==> src/rtl/pfg_pkg.sv <==
package pfg_pkg;
  localparam int LD_W  = 18;
  localparam int RAW_W = 17;

  // Collapse the load word to its offset bits according to parity placement.
  function automatic logic [RAW_W-1:0] offset_bits(input logic [LD_W-1:0] d,
                                                   input logic ipar);
    if (ipar) return {d[17:9], d[7:0]};
    else      return {1'b0, d[15:0]};
  endfunction
endpackage

==> src/rtl/pfg_offsets.sv <==
module pfg_offsets
  import pfg_pkg::*;
#(
  parameter int CW     = 11,
  parameter int DEF_AE = 127,
  parameter int DEF_AF = 127
) (
  input  logic            clk,
  input  logic            rst,
  input  logic            prst,
  input  logic            ipar,
  input  logic            ld_stb,
  input  logic [LD_W-1:0] ld_data,
  output logic [CW-1:0]   ae_off,
  output logic [CW-1:0]   af_off
);
  localparam int EXT_W = (CW > RAW_W) ? CW : RAW_W;

  logic            sel_full;
  logic [EXT_W-1:0] ext;
  logic [CW-1:0]   new_off;

  always_comb begin
    ext     = EXT_W'(offset_bits(ld_data, ipar));
    new_off = ext[CW-1:0];
  end

  always_ff @(posedge clk) begin
    if (rst) begin
      ae_off   <= CW'(DEF_AE);
      af_off   <= CW'(DEF_AF);
      sel_full <= 1'b0;
    end else if (prst) begin
      sel_full <= 1'b0;
    end else if (ld_stb) begin
      if (sel_full) af_off <= new_off;
      else          ae_off <= new_off;
      sel_full <= ~sel_full;
    end
  end
endmodule

==> src/rtl/pfg_flag.sv <==
module pfg_flag #(
  parameter logic RST_VAL = 1'b1
) (
  input  logic clk,
  input  logic rst,
  input  logic prst,
  input  logic sync_mode,
  input  logic own_ev,
  input  logic far_ev,
  input  logic hit,
  output logic flag_n
);
  always_ff @(posedge clk) begin
    if (rst)             flag_n <= RST_VAL;
    else if (prst)       flag_n <= ~hit;
    else if (sync_mode) begin
      if (own_ev)        flag_n <= ~hit;
    end else begin
      if (own_ev && hit)       flag_n <= 1'b0;
      else if (far_ev && !hit) flag_n <= 1'b1;
    end
  end
endmodule

==> src/rtl/prog_flag_gen.sv <==
module prog_flag_gen
  import pfg_pkg::*;
#(
  parameter int DEPTH = 1024,
  parameter int CW    = $clog2(DEPTH + 1)
) (
  input  logic            clk,
  input  logic            rst,
  input  logic            prst,
  input  logic            cfg_sync,
  input  logic            cfg_ipar,
  input  logic            rd_stb,
  input  logic            wr_stb,
  input  logic [CW-1:0]   level,
  input  logic            ld_stb,
  input  logic [LD_W-1:0] ld_data,
  output logic            ae_n,
  output logic            af_n
);
  localparam int DEF_OFF = 127;

  logic          mode_sync;
  logic          mode_ipar;
  logic [CW-1:0] ae_off;
  logic [CW-1:0] af_off;
  logic [CW-1:0] free_cnt;
  logic          ae_hit;
  logic          af_hit;

  always_ff @(posedge clk) begin
    if (rst) begin
      mode_sync <= cfg_sync;
      mode_ipar <= cfg_ipar;
    end
  end

  always_comb begin
    free_cnt = CW'(DEPTH) - level;
    ae_hit   = (level <= ae_off);
    af_hit   = (free_cnt <= af_off);
  end

  pfg_offsets #(.CW(CW), .DEF_AE(DEF_OFF), .DEF_AF(DEF_OFF)) u_off (
    .clk(clk), .rst(rst), .prst(prst), .ipar(mode_ipar),
    .ld_stb(ld_stb), .ld_data(ld_data), .ae_off(ae_off), .af_off(af_off)
  );

  pfg_flag #(.RST_VAL(1'b0)) u_ae (
    .clk(clk), .rst(rst), .prst(prst), .sync_mode(mode_sync),
    .own_ev(rd_stb), .far_ev(wr_stb), .hit(ae_hit), .flag_n(ae_n)
  );

  pfg_flag #(.RST_VAL(1'b1)) u_af (
    .clk(clk), .rst(rst), .prst(prst), .sync_mode(mode_sync),
    .own_ev(wr_stb), .far_ev(rd_stb), .hit(af_hit), .flag_n(af_n)
  );
endmodule

==> config.mk <==
export PLATFORM = sky130hd
export DESIGN_NAME = prog_flag_gen
export DESIGN_NICKNAME = d
export VERILOG_FILES = /design/src/rtl/pfg_pkg.sv /design/src/rtl/pfg_offsets.sv /design/src/rtl/pfg_flag.sv /design/src/rtl/prog_flag_gen.sv
export SDC_FILE = /design/constraint.sdc
export NUM_CORES = 1
export LEC_CHECK = 0
export BUFFER_PORTS_ARGS = -buffer_cell sky130_fd_sc_hd__clkbuf_2
export CORE_MARGIN = 8
export CORE_UTILIZATION = 48
export DETAILED_ROUTE_END_ITERATION = 7
export MAX_ROUTING_LAYER = met4
export PLACE_DENSITY = 0.77
export SETUP_SLACK_MARGIN = 0.2
export SYNTH_ARGS = -nofsm -noshare
export SYNTH_HDL_FRONTEND = slang
export SYNTH_SLANG_ARGS = --single-unit
==> constraint.sdc <==
create_clock -name clk -period 2.33 [get_ports clk]
set_input_delay 0.3495 -clock clk [delete_from_list [all_inputs] [get_ports clk]]
set_output_delay 0.3495 -clock clk [all_outputs]
set_load 0.01 [all_outputs]
==> qor.txt, run 1 <==
status -> finished clean
vias per cell -> 5.13
Clock Sinks -> 27
drt wl/cell -> 13.4 um
global route overflow -> 0
most frequent cells in the layout -> clkbuf_2, nor2_1, dfxtp_1
commonest non-fill, non-tap cell in the layout -> clkbuf_2
WL met1 -> 1770 um
final setup vio count -> 0
critical path capture point type -> flip-flop
TritonRoute pass-1 iters -> 5
# hold bufs at CTS -> 0
pre-CTS worst setup slack -> -0.292 ns
Psw -> 0.261 mW
Root Buffer -> clkbuf_4
RSZ-0062 raised after global routing -> yes
die area -> 5660 um2
Clock Path Buffers -> 2
routed wl met3 -> 140 um
setup_tns -> 0 ns
DRC Markers -> 0
Num CTS Buffers -> 3
Min-Delay Path Class -> in2reg
CP max FO -> 3
Synth Register Bits -> 27
final setup margin -> 0.0725 ns
worst path cell trace -> clkbuf_2 > nor3_4 > nand3b_1 > xor2_1 > ha_1 > and3_4 > a221o_1 > a221oi_2 > nand2b_1 > a221o_1
ratio of cells with drive above 1 in the final layout -> 27.7%
Total GRT Usage -> 14.3%
post-synthesis cell type count -> 32
initial antenna violation count -> 0
Initial Util -> 50.0%
diode count -> 0
Final Skew -> 0.00638 ns
HPWL Detailed -> 2990 um
WP data arrival -> 2.48 ns
Worst Tran Pin Value -> 0.606 ns
First DRT Iteration DRCs -> 61
pwr/cell area -> 445 nW/um2
Rows -> 21
Max Slew Vio Count -> 0
placed cells -> 278
minimum clock period -> 2.26 ns
sequential fraction of the synthesis area -> 33.3%
Gate power share -> 25.0%
Synth Warn # -> 0
nets@finish -> 299
Filler Cell Count -> 319
Final Power -> 0.934 mW
most used cell, CP -> a221o_1
IO Count -> 39
Max-Slew Margin vs Limit -> 59.6%
routed length on met2 -> 1870 um
Die H -> 75.2 um
Int Power -> 0.673 mW
required time worst endpoint -> 2.55 ns
first-pass GRT wire length -> 6290 um
max-capacitance violation count -> 0
Avg Cell Area, Syn -> 8.76 um2
Layout Utilization -> 62.4%
fin cells -> 284
clk_lat worst skew -> 0.32 ns
Max Used Layer -> met4
VDD IR max -> 0.000263 V
Tcrit/Tclk final -> 96.9%
crit path launch type -> input port
max incr delay on CP -> 0.31 ns
gp weighted congestion -> 0.905
Placeable Area -> 3360 um2
Synthesized Nets -> 252
Area growth, synth to finish -> 24.8%
Final Hold Viols -> 0
CTS tree -> built
antenna-violating nets left -> 0
fmax -> 443 MHz
Cells after Synth -> 192
Static Leak -> 1.00 nW
slowest cell on the critical path -> a221o_1
mapped cell area -> 1680 um2
Worst Setup Path Type -> in2reg
Switching Share -> 28.0%
clock slew at reported path FFs -> 0.14 ns
number of global-route vias before repair -> 1485
Clock power frac -> 21.0%
via count -> 1457
largest net degree at the start of global routing -> 29
H-tree levels -> 1
register share of total power -> 54.0%
detailed-route wire length -> 3800 um
Port Buf Inserts -> 32
Die X-Extent -> 75.2 um
[synth_stat cells]
cell type  number  share of area, %
nor3b_1         2              0.89
nand3_1         2              0.59
a221oi_2        1              0.89
nand3b_1        1              0.45
edfxtp_1        2               3.6
a211oi_1        8               3.6
dfxtp_1        25                30
a41oi_1         1              0.52
nor2b_1         4               1.5
nand2b_1        1              0.37
xnor2_1         7               3.6
mux2i_1         3               1.8
and4_1          1              0.52
a221o_1         3               1.8
nor3_1          6               1.8
and3b_1         1              0.52
a2111oi_0       2               1.0
and3_1          3               1.1
nand2_1         5               1.1
buf_2           1              0.30
o21ai_1         1              0.30
nor2_1         29               6.5
clkbuf_1        6               1.3
or4b_1          1              0.59
ha_1           23                17
a211o_1        15               7.8
a21oi_1         6               1.8
inv_1          22               4.9
xor2_1          3               1.6
a21o_1          2              0.89
o21ai_0         4               1.2
or3_1           1              0.37
[registers in the layout, summed over array words and instances (netlist names)]
register / cells
u_af.flag_n: 1
u_off.af_off: 11
mode_sync: 1
u_off.ae_off: 11
u_off.sel_full: 1
u_ae.flag_n: 1
mode_ipar: 1
[routing by layer]
| layer | GRT usage, % | up-vias |
|---|---|---|
| met5 | - | - |
| met4 | 3.20 | 0 |
| met3 | 1.73 | 2 |
| met2 | 24.7 | 24 |
| met1 | 17.4 | 659 |
| li1 | - | 772 |
[area by class of cell]
| class | instances | area [um2] | share of cell area, % |
|---|---|---|---|
| multi-input combinational | 136 | 1080 | 51.7 |
| sequential | 27 | 561 | 26.7 |
| timing repair buffer | 49 | 288 | 13.7 |
| inverter | 22 | 82.6 | 3.93 |
| tap | 46 | 57.6 | 2.74 |
| clock buffer | 4 | 26.3 | 1.25 |
[cell families (layout without fill, tap and decap cells)]
logic type / Yosys count / after routing / synth area share, %
simple gates: 57 / 57 / 16.3
compound gates: 43 / 43 / 19.8
buf+inv: 29 / 75 / 6.54
flops: 27 / 27 / 33.3
fa+ha+maj: 23 / 23 / 17.1
xor+xnor: 10 / 10 / 5.20
mux: 3 / 3 / 1.78
[power groups by stage]
stage | Sequential [mW] | Clock (mW) | Combinational (mW)
final | 0.504 | 0.196 | 0.234
after floorplan | 0.514 | 0 | 0.132
after detailed placement | 0.515 | 0 | 0.224
after global routing | 0.508 | 0.226 | 0.265
after CTS | 0.505 | 0.209 | 0.229
after global placement | 0.514 | 0 | 0.219
[worst max-delay path, delay by kind of cell]
family                     cells  cell delay [ns]
AOI/OAI and AO/OA              3             0.88
and+or+nand+nor                4             0.64
adders and majority gates      1             0.30
xor gates and xnor gates       1             0.20
buffers and inverters          1             0.11
[worst paths after layout]
check	from	endpoint	slack, ns	cells past startpoint
setup / recovery	level[3]	u_af.flag_n	0.07	10
hold / removal	cfg_ipar	mode_ipar	0.19	1
setup reg to reg	u_off.af_off[5]	u_af.flag_n	0.38	7
hold reg to reg	u_off.ae_off[9]	u_off.ae_off[9]	0.51	2
[through the flow]
| step | hold WS [ns] | cell area, um2 |
|---|---|---|
| finish | 0.194 | 2100 |
| global route | 0.172 | 2100 |
| CTS | 0.179 | 2070 |
| detailed placement | 0.491 | 2030 |
| global placement | 0.491 | 2030 |
| floorplan | 0.427 | 1720 |
[timing repair]
action,CTS,global route
buffers inserted,0,2
endpoints found under the setup margin,1,1
pin swaps,6,9
gates resized for setup,3,4
Note: power is estimated with default switching activity, not from simulation.
==> inputs of run 2 (changes only) <==
==> constraint.sdc (replaced) <==
create_clock -name clk -period 2.33 [get_ports clk]
set_input_delay 0.233 -clock clk [delete_from_list [all_inputs] [get_ports clk]]
set_output_delay 0.233 -clock clk [all_outputs]
set_load 0.01 [all_outputs]
==> run 2 against run 1 <==
Against the previous run: sequential power about the same; combinational power about the same; via count increased by 0.14%; global-route usage about the same.
==> qor.txt, run 2 (same netlist as run 1, synthesis figures left out) <==
via count -> 1459
Hold Path Origin -> cfg_ipar
worst r2r src -> u_off.af_off[5]
Worst Setup Path Type -> in2reg
status -> finished clean
clock slew at reported path FFs -> 0.14 ns
Max Used Layer -> met4
CP max FO -> 2
WP data arrival -> 2.33 ns
Min-Delay Path Class -> in2reg
first-pass GRT wire length -> 6190 um
Largest regs -> u_off.ae_off x11, u_off.af_off x11
final setup vio count -> 0
Final Skew -> 0.00981 ns
number of global-route vias before repair -> 1445
max-capacitance violation count -> 0
R2R Setup Slk -> 0.37 ns
Initial Util -> 50.0%
VDD IR max -> 0.000374 V
Die H -> 75.2 um
H-tree levels -> 1
Max Slew Vio Count -> 0
Tcrit/Tclk final -> 90.3%
minimum clock period -> 2.10 ns
most frequent cells in the layout -> clkbuf_2, nor2_1, dfxtp_1
Port Buf Inserts -> 32
HPWL Detailed -> 3040 um
detailed-route wire length -> 3730 um
global route overflow -> 0
Final Hold Viols -> 0
Die X-Extent -> 75.2 um
drt wl/cell -> 13.1 um
critical path launch point -> level[6]
initial antenna violation count -> 0
Num CTS Buffers -> 3
Hold Path Depth -> 1
Rows -> 21
fmax -> 475 MHz
First DRT Iteration DRCs -> 64
Worst Tran Pin Value -> 0.584 ns
IO Count -> 39
Clock Path Buffers -> 2
diode count -> 0
hold path endpoint -> mode_ipar
Root Buffer -> clkbuf_4
gp weighted congestion -> 0.945
vias per cell -> 5.14
Total GRT Usage -> 14.4%
routed length on met2 -> 1780 um
R2R depth -> 7
DRC Markers -> 0
CTS tree -> built
pwr/cell area -> 449 nW/um2
largest net degree at the start of global routing -> 29
antenna-violating nets left -> 0
Static Leak -> 1.01 nW
WL met1 -> 1770 um
clk_lat worst skew -> 0.33 ns
Area growth, synth to finish -> 24.7%
reg-to-reg critical path endpoint -> u_af.flag_n
Max-Slew Margin vs Limit -> 61.0%
routed wl met3 -> 129 um
crit path launch type -> input port
die area -> 5660 um2
Final Power -> 0.942 mW
critical path capture point type -> flip-flop
TritonRoute pass-1 iters -> 4
Placeable Area -> 3360 um2
commonest non-fill, non-tap cell in the layout -> clkbuf_2
Clock Sinks -> 27
nets@finish -> 299
Filler Cell Count -> 319
RSZ-0062 raised after global routing -> yes
ratio of cells with drive above 1 in the final layout -> 28.2%
required time worst endpoint -> 2.56 ns
Min Hold Slack -> 0.0740 ns
-- run 2: final cells by class --
class | count | area (um2) | share of cell area, %
clock buffers | 3 | 22.5 | 1.07
clock inverters | 1 | 5.00 | 0.239
inverters | 22 | 82.6 | 3.94
multi-input cells | 136 | 1080 | 51.6
flip-flops and latches | 27 | 561 | 26.7
well taps | 46 | 57.6 | 2.74
repair buffers | 49 | 288 | 13.7
-- run 2: worst max path at each step --
stage               cells past startpoint     endpoint
floorplan                              10  u_af.flag_n
global placement                       10  u_af.flag_n
detailed placement                     11  u_af.flag_n
CTS                                    10  u_af.flag_n
global route                           10  u_af.flag_n
finish                                 10  u_af.flag_n
-- run 2: timing repair --
item                                    4_1_cts  5_1_grt
resized for setup                             0        6
hold buffers                                  0        0
pin swaps                                     1       11
buffers inserted                              0        2
cloned                                        0        0
endpoints found under the setup margin        1        1
-- run 2: where the power goes --
| part | switching, mW | total [mW] | internal, mW |
|---|---|---|---|
| Combinational | 0.120 | 0.234 | 0.114 |
| Clock | 0.139 | 0.204 | 0.0645 |
| Sequential | 0.0121 | 0.504 | 0.492 |
-- run 2: stage by stage --
step                      utilization, %  instance area [um2]  instances  setup WS (ns)  TNS, ns
after floorplan                        -                 1720        192          0.129        0
after global placement              60.3                 2030        278         -0.128   -0.128
after detailed placement            60.3                 2030        278         -0.182   -0.182
after CTS                           61.1                 2060        282          0.211        0
after global routing                62.4                 2100        284          0.115        0
final                               62.4                 2100        284          0.225        0
-- run 2: critical path, cell delays in order --
cell and delay (ns):
clkbuf_2 0.09, or3_1 0.40, nor3_2 0.22, xor2_1 0.16
ha_1 0.26, and4_4 0.18, and3_4 0.17, a221oi_2 0.22
nand2b_1 0.09, a221o_1 0.31
-- run 2: per-layer routing --
layer,up-vias,track usage [%]
li1,777,-
met3,5,2.26
met2,29,23.3
met1,648,17.5
met4,0,5.12
met5,-,-
